[config.mk]
export PLATFORM = sky130hd
export DESIGN_NAME = pio_search_unit
export DESIGN_NICKNAME = d
export VERILOG_FILES = /design/src/rtl/pio_search_pkg.sv /design/src/rtl/pio_search_ctrl.sv /design/src/rtl/pio_search_dp.sv /design/src/rtl/pio_search_unit.sv
export SDC_FILE = /design/constraint.sdc
export NUM_CORES = 1
export LEC_CHECK = 0
export BUFFER_PORTS_ARGS = -buffer_cell sky130_fd_sc_hd__buf_2
export CORE_ASPECT_RATIO = 0.6
export CORE_MARGIN = 2
export CORE_UTILIZATION = 51
export DETAILED_ROUTE_END_ITERATION = 10
export PLACE_DENSITY = 0.83
export SLEW_MARGIN = 25
export SYNTH_ARGS = -nofsm -noshare
export SYNTH_HDL_FRONTEND = slang
export SYNTH_SLANG_ARGS = --single-unit
export TNS_END_PERCENT = 100
[constraint.sdc]
create_clock -name clk -period 6.25 [get_ports clk]
set_input_delay 1.875 -clock clk [delete_from_list [all_inputs] [get_ports clk]]
set_output_delay 1.875 -clock clk [all_outputs]
set_load 0.1 [all_outputs]
[src/rtl/pio_search_pkg.sv]
package pio_search_pkg;

  // Strobes from the control decoder to the datapath
  typedef struct packed {
    logic wrMask;
    logic wrPol;
    logic wrCtrl;
    logic loadOut;
    logic clrAct;
    logic forceOff;
  } pio_strobe_t;

  // Control/status bit positions
  localparam int CTRL_SRC  = 0;
  localparam int CTRL_TERM = 1;
  localparam int CTRL_ROS  = 2;
  localparam int CTRL_POR  = 3;
  localparam int CTRL_VCC  = 7;

endpackage

[src/rtl/pio_search_ctrl.sv]
module pio_search_ctrl
  import pio_search_pkg::*;
#(
  parameter int ADDR_W = 16,
  parameter logic [ADDR_W-1:0] MASK_ADDR = 'h8B
) (
  input  logic              wrEn,
  input  logic [ADDR_W-1:0] wrAddr,
  input  logic              outWrEn,
  input  logic              clrActReq,
  input  logic              rstPinN,
  input  logic              rosMode,
  output pio_strobe_t       strobe
);
  localparam logic [ADDR_W-1:0] POL_ADDR  = MASK_ADDR + 1'b1;
  localparam logic [ADDR_W-1:0] CTRL_ADDR = MASK_ADDR + 2'd2;

  logic pinReset;

  always_comb begin
    pinReset        = !rstPinN && !rosMode;
    strobe.wrMask   = wrEn && (wrAddr == MASK_ADDR);
    strobe.wrPol    = wrEn && (wrAddr == POL_ADDR);
    strobe.wrCtrl   = wrEn && (wrAddr == CTRL_ADDR);
    strobe.loadOut  = outWrEn && !pinReset;
    strobe.forceOff = pinReset;
    strobe.clrAct   = clrActReq || pinReset;
  end
endmodule

[src/rtl/pio_search_dp.sv]
module pio_search_dp
  import pio_search_pkg::*;
#(
  parameter int NUM_CH = 8
) (
  input  logic              clk,
  input  logic              porN,
  input  logic [NUM_CH-1:0] pinIn,
  input  pio_strobe_t       strobe,
  input  logic [7:0]        wrData,
  input  logic [NUM_CH-1:0] outWrData,
  input  logic              vccPresent,
  output logic [NUM_CH-1:0] pinState,
  output logic [NUM_CH-1:0] outLatch,
  output logic [NUM_CH-1:0] actLatch,
  output logic [NUM_CH-1:0] selMask,
  output logic [NUM_CH-1:0] polarity,
  output logic [7:0]        ctrlStat,
  output logic              rosMode,
  output logic              searchHit
);
  logic [NUM_CH-1:0] syncA, syncB, syncPrev;
  logic [NUM_CH-1:0] pinEdge, srcBits, matchBits;
  logic [2:0]        modeBits;
  logic              porFlag, anyHit, allHit;

  // Synchronizer and previous-value register, no reset so they settle during reset
  always_ff @(posedge clk) begin
    syncA    <= pinIn;
    syncB    <= syncA;
    syncPrev <= syncB;
  end

  assign pinEdge  = syncB ^ syncPrev;
  assign pinState = syncB;

  // Per-channel activity latch
  for (genvar ch = 0; ch < NUM_CH; ch++) begin : g_act
    always_ff @(posedge clk or negedge porN) begin
      if (!porN)              actLatch[ch] <= 1'b0;
      else if (strobe.clrAct) actLatch[ch] <= 1'b0;
      else if (pinEdge[ch])   actLatch[ch] <= 1'b1;
    end
  end

  // Output latch
  always_ff @(posedge clk or negedge porN) begin
    if (!porN)                outLatch <= '1;
    else if (strobe.forceOff) outLatch <= '1;
    else if (strobe.loadOut)  outLatch <= outWrData;
  end

  // Configuration registers
  always_ff @(posedge clk or negedge porN) begin
    if (!porN) begin
      selMask  <= '0;
      polarity <= '0;
      modeBits <= '0;
      porFlag  <= 1'b1;
    end else begin
      if (strobe.wrMask) selMask  <= wrData[NUM_CH-1:0];
      if (strobe.wrPol)  polarity <= wrData[NUM_CH-1:0];
      if (strobe.wrCtrl) begin
        modeBits <= wrData[2:0];
        porFlag  <= porFlag & wrData[CTRL_POR];
      end
    end
  end

  assign ctrlStat = {vccPresent, 3'b000, porFlag, modeBits};
  assign rosMode  = modeBits[CTRL_ROS];

  // Qualifier: per-channel match, then parallel AND / OR trees
  assign srcBits   = modeBits[CTRL_SRC] ? actLatch : syncB;
  assign matchBits = ~(srcBits ^ polarity);
  assign anyHit    = |(selMask & matchBits);
  assign allHit    = (|selMask) && (&(matchBits | ~selMask));
  assign searchHit = porFlag || (modeBits[CTRL_TERM] ? allHit : anyHit);
endmodule

[src/rtl/pio_search_unit.sv]
module pio_search_unit
  import pio_search_pkg::*;
#(
  parameter int NUM_CH = 8,
  parameter int ADDR_W = 16
) (
  input  logic              clk,
  input  logic              porN,
  input  logic [NUM_CH-1:0] pinIn,
  input  logic              rstPinN,
  input  logic              vccPresent,
  input  logic              wrEn,
  input  logic [ADDR_W-1:0] wrAddr,
  input  logic [7:0]        wrData,
  input  logic              outWrEn,
  input  logic [NUM_CH-1:0] outWrData,
  input  logic              clrAct,
  output logic [NUM_CH-1:0] pinState,
  output logic [NUM_CH-1:0] outLatch,
  output logic [NUM_CH-1:0] actLatch,
  output logic [NUM_CH-1:0] selMask,
  output logic [NUM_CH-1:0] polarity,
  output logic [7:0]        ctrlStat,
  output logic              searchHit
);
  pio_strobe_t strobe;
  logic        rosMode;

  pio_search_ctrl #(.ADDR_W(ADDR_W), .MASK_ADDR(ADDR_W'('h8B))) u_ctrl (
    .wrEn(wrEn), .wrAddr(wrAddr), .outWrEn(outWrEn), .clrActReq(clrAct),
    .rstPinN(rstPinN), .rosMode(rosMode), .strobe(strobe)
  );

  pio_search_dp #(.NUM_CH(NUM_CH)) u_dp (
    .clk(clk), .porN(porN), .pinIn(pinIn), .strobe(strobe), .wrData(wrData),
    .outWrData(outWrData), .vccPresent(vccPresent), .pinState(pinState),
    .outLatch(outLatch), .actLatch(actLatch), .selMask(selMask),
    .polarity(polarity), .ctrlStat(ctrlStat), .rosMode(rosMode),
    .searchHit(searchHit)
  );
endmodule

==> impl_metrics.tcl <==
set metrics [dict create \
    drive_gt1_share_pct 47.3 \
    path_class "register to primary output" \
    register_area_um2 1390 \
    rsz0062_at_grt "false" \
    fillCellCount 323 \
    wl_per_cell_um 14.4 \
    setup_violations 0 \
    finClkSkew_ns 0.00363 \
    routed_wirelength_mm 4.92 \
    dp_hpwl_mm 3.75 \
    synth_edf_count 0 \
    hold_ws_ns 0.325 \
    ys_seq_elements 60 \
    hold_violations 0 \
    antenna_found_initial 0 \
    area_growth_pct 27.2 \
    critPathLaunchType "register" \
    gp_congestion 0.785 \
    postRouteAntennaNets 0 \
    clockBufferDepth 2 \
    nets 323 \
    dieHeight_um 56.0 \
    start_util_pct 54.6 \
    end_kind "primary output" \
    multi_input_area_um2 813 \
    whs_path_depth 0 \
    synth_top_family_by_area "multiplexers" \
    grt_pass1_wl_mm 8.16 \
    status "finished, final reports clean" \
    ys_types 29 \
    cts-root-buf "clkbuf_8" \
    synth_cells 183 \
    finalCritPeriodShare_pct 69.3 \
    synthTopCellsByArea "dfrtp_1 (29%), dfxtp_1 (21%), dfstp_2 (10%)" \
    min_path_type "register to register" \
    finalCriticalPeriod_ns 4.33 \
    clock_latency_ns 0.33 \
    cts_setup_buffers 0 \
    ir_worst_vdd_uv 219 \
    synth_flop_cell "dfrtp_1" \
    muxShareOfSynthArea_pct 16.3 \
    tightestPinTransition_ns 0.770 \
    port_buffers 90 \
    cts_buffers 9 \
    synth_area_leader_cell "dfrtp_1" \
    synth_fa_ha_area_share_pct 0 \
    grt.overflow.total 0 \
    grt_max_degree 37 \
    ios 96 \
    yosys_warnings 0 \
    yosys.area_share.simple_pct 8.81 \
    synth.top_cell.area_share_pct 29.4 \
    cp_data_required_time_ns 4.38 \
    slew_headroom_pct 48.7 \
    rows 18 \
    drt_iter0_markers 66 \
    path_clk_slew_ns 0.06 \
    cts_tree "yes" \
    setup_tns_ns 0 \
    grt_pass1_vias 1701 \
    seq_area_frac_synth_pct 60.5 \
    core_area_um2 4210 \
    rr_worst_depth 3 \
    path_max_fanout 10 \
    leakagePower_nw 1.48 \
    slew_violations 0 \
    synth_compound_area_share_pct 3.70 \
    dieArea_um2 5080 \
    vias_per_cell 4.93 \
    grt_usage_pct 21.0 \
    vias 1680 \
    max_freq_mhz 231 \
    cellPowerDensity_nw_per_um2 278 \
    synthXorXnorAreaFrac_pct 6.09 \
    holdBufCountCts 0 \
    cts_resized 0 \
    ys_async_sr_fraction_pct 60.0 \
    htreeDepth 3 \
    antenna_cells 0 \
    drv_cap 0 \
    avgSynthCellArea_um2 12.6 \
    die_w_um 90.7 \
    drcViolationCount 0 \
    cts_sinks 60 \
    arrival_ns 2.45 \
    drt_pre_antenna_iters 4 \
    synthesis.area_um2 2300 \
]
metal layers:
| layer | share of wire, % | global-route usage, % | vias to the layer above |
|---|---|---|---|
| met3 | 9.2 | 10.4 | 8 |
| met4 | 1.0 | 7.69 | 0 |
| met1 | 48 | 27.3 | 787 |
| met2 | 42 | 30.3 | 83 |
| met5 | 0 | 0 | - |
| li1 | - | - | 802 |
flip-flops by register name, summed over array words and instances (netlist names):
signal         count
u_dp.modeBits      3
u_dp.porFlag       1
u_dp.syncPrev      8
u_dp.pinState      8
u_dp.syncA         8
u_dp.polarity      8
u_dp.outLatch      8
u_dp.actLatch      8
u_dp.selMask       8
through the flow:
step | utilization (%) | area (um2) | total power, mW | std cells | worst slack (ns)
floorplan | - | 2310 | 0.516 | 185 | 0.974
global placement | 65.8 | 2770 | 0.542 | 325 | 2.40
detailed placement | 65.8 | 2770 | 0.544 | 325 | 2.27
CTS | 69.5 | 2930 | 0.826 | 341 | 1.90
global route | 69.5 | 2930 | 0.850 | 341 | 1.77
finish | 69.5 | 2930 | 0.814 | 341 | 1.92
cells by family (layout without fill, tap and decap cells):
| family | after synthesis | count (layout) |
|---|---|---|
| simple gates | 38 | 38 |
| flops | 60 | 60 |
| xor+xnor | 16 | 16 |
| other cells | 1 | 3 |
| buf+inv | 21 | 117 |
| mux | 35 | 35 |
| compound gates | 12 | 12 |
where the power goes:
group | internal (mW) | switching, mW
Clock | 0.143 | 0.135
Combinational | 0.0268 | 0.0977
Sequential | 0.403 | 0.00909
Total | 0.573 | 0.242
placed cells by master (no fill, tap or decap), drive strengths merged:
| cell | count |
|---|---|
| dfrtp | 27 |
| nand3b | 2 |
| and2b | 1 |
| dfstp | 9 |
| inv | 12 |
| nand2 | 8 |
| conb | 3 |
| a21oi | 1 |
| o21a | 1 |
| nor2 | 17 |
| nor4b | 3 |
| o22ai | 4 |
| nor4 | 3 |
| a22o | 1 |
| o41ai | 1 |
| xor2 | 8 |
| mux2i | 16 |
| mux2 | 19 |
| clkinv | 2 |
| clkbuf | 13 |
| a22oi | 3 |
| nand2b | 1 |
| o211ai | 1 |
| xnor2 | 8 |
| dfxtp | 24 |
| buf | 90 |
| or2 | 1 |
| nand4 | 2 |
critical path, cell delays in order (launching register included):
cell and delay (ns):
dfrtp_1 0.62, mux2i_1 0.29, xnor2_1 0.18, o22ai_1 0.13, o41ai_1 0.41, o211ai_1 0.17, buf_2 0.33
final timing paths:
kind | start | to | slack, ns
min | u_dp.syncA[6] | u_dp.pinState[6] | 0.32
max | u_dp.modeBits[0] | searchHit | 1.92
max reg2reg | u_dp.modeBits[2] | u_dp.actLatch[7] | 4.96
min reg2reg | u_dp.syncA[6] | u_dp.pinState[6] | 0.32
max in group asynchronous | porN | u_dp.modeBits[1] | 4.14
min in group asynchronous | porN | u_dp.polarity[2] | 1.62
layout make-up:
| class | count | area share (%) |
|---|---|---|
| Inverter | 11 | 1.41 |
| Clock inverter | 3 | 0.556 |
| Sequential cell | 60 | 47.6 |
| Tap cell | 60 | 2.56 |
| Multi-Input combinational cell | 104 | 27.8 |
| Timing Repair Buffer | 90 | 15.4 |
| Clock buffer | 13 | 4.74 |
synthesized netlist by cell type, types with 2 or more instances:
master,count
mux2i_1,16
buf_4,6
a22oi_1,3
mux2_2,19
nand2_1,8
dfstp_2,9
xor2_1,8
nor4b_1,2
nand3b_1,2
clkbuf_1,3
o22ai_1,4
inv_1,11
dfrtp_1,27
nor4_1,3
dfxtp_1,24
nor2_1,17
xnor2_1,8
nand4_1,2
No activity file was read; power rests on OpenSTA's default activity.
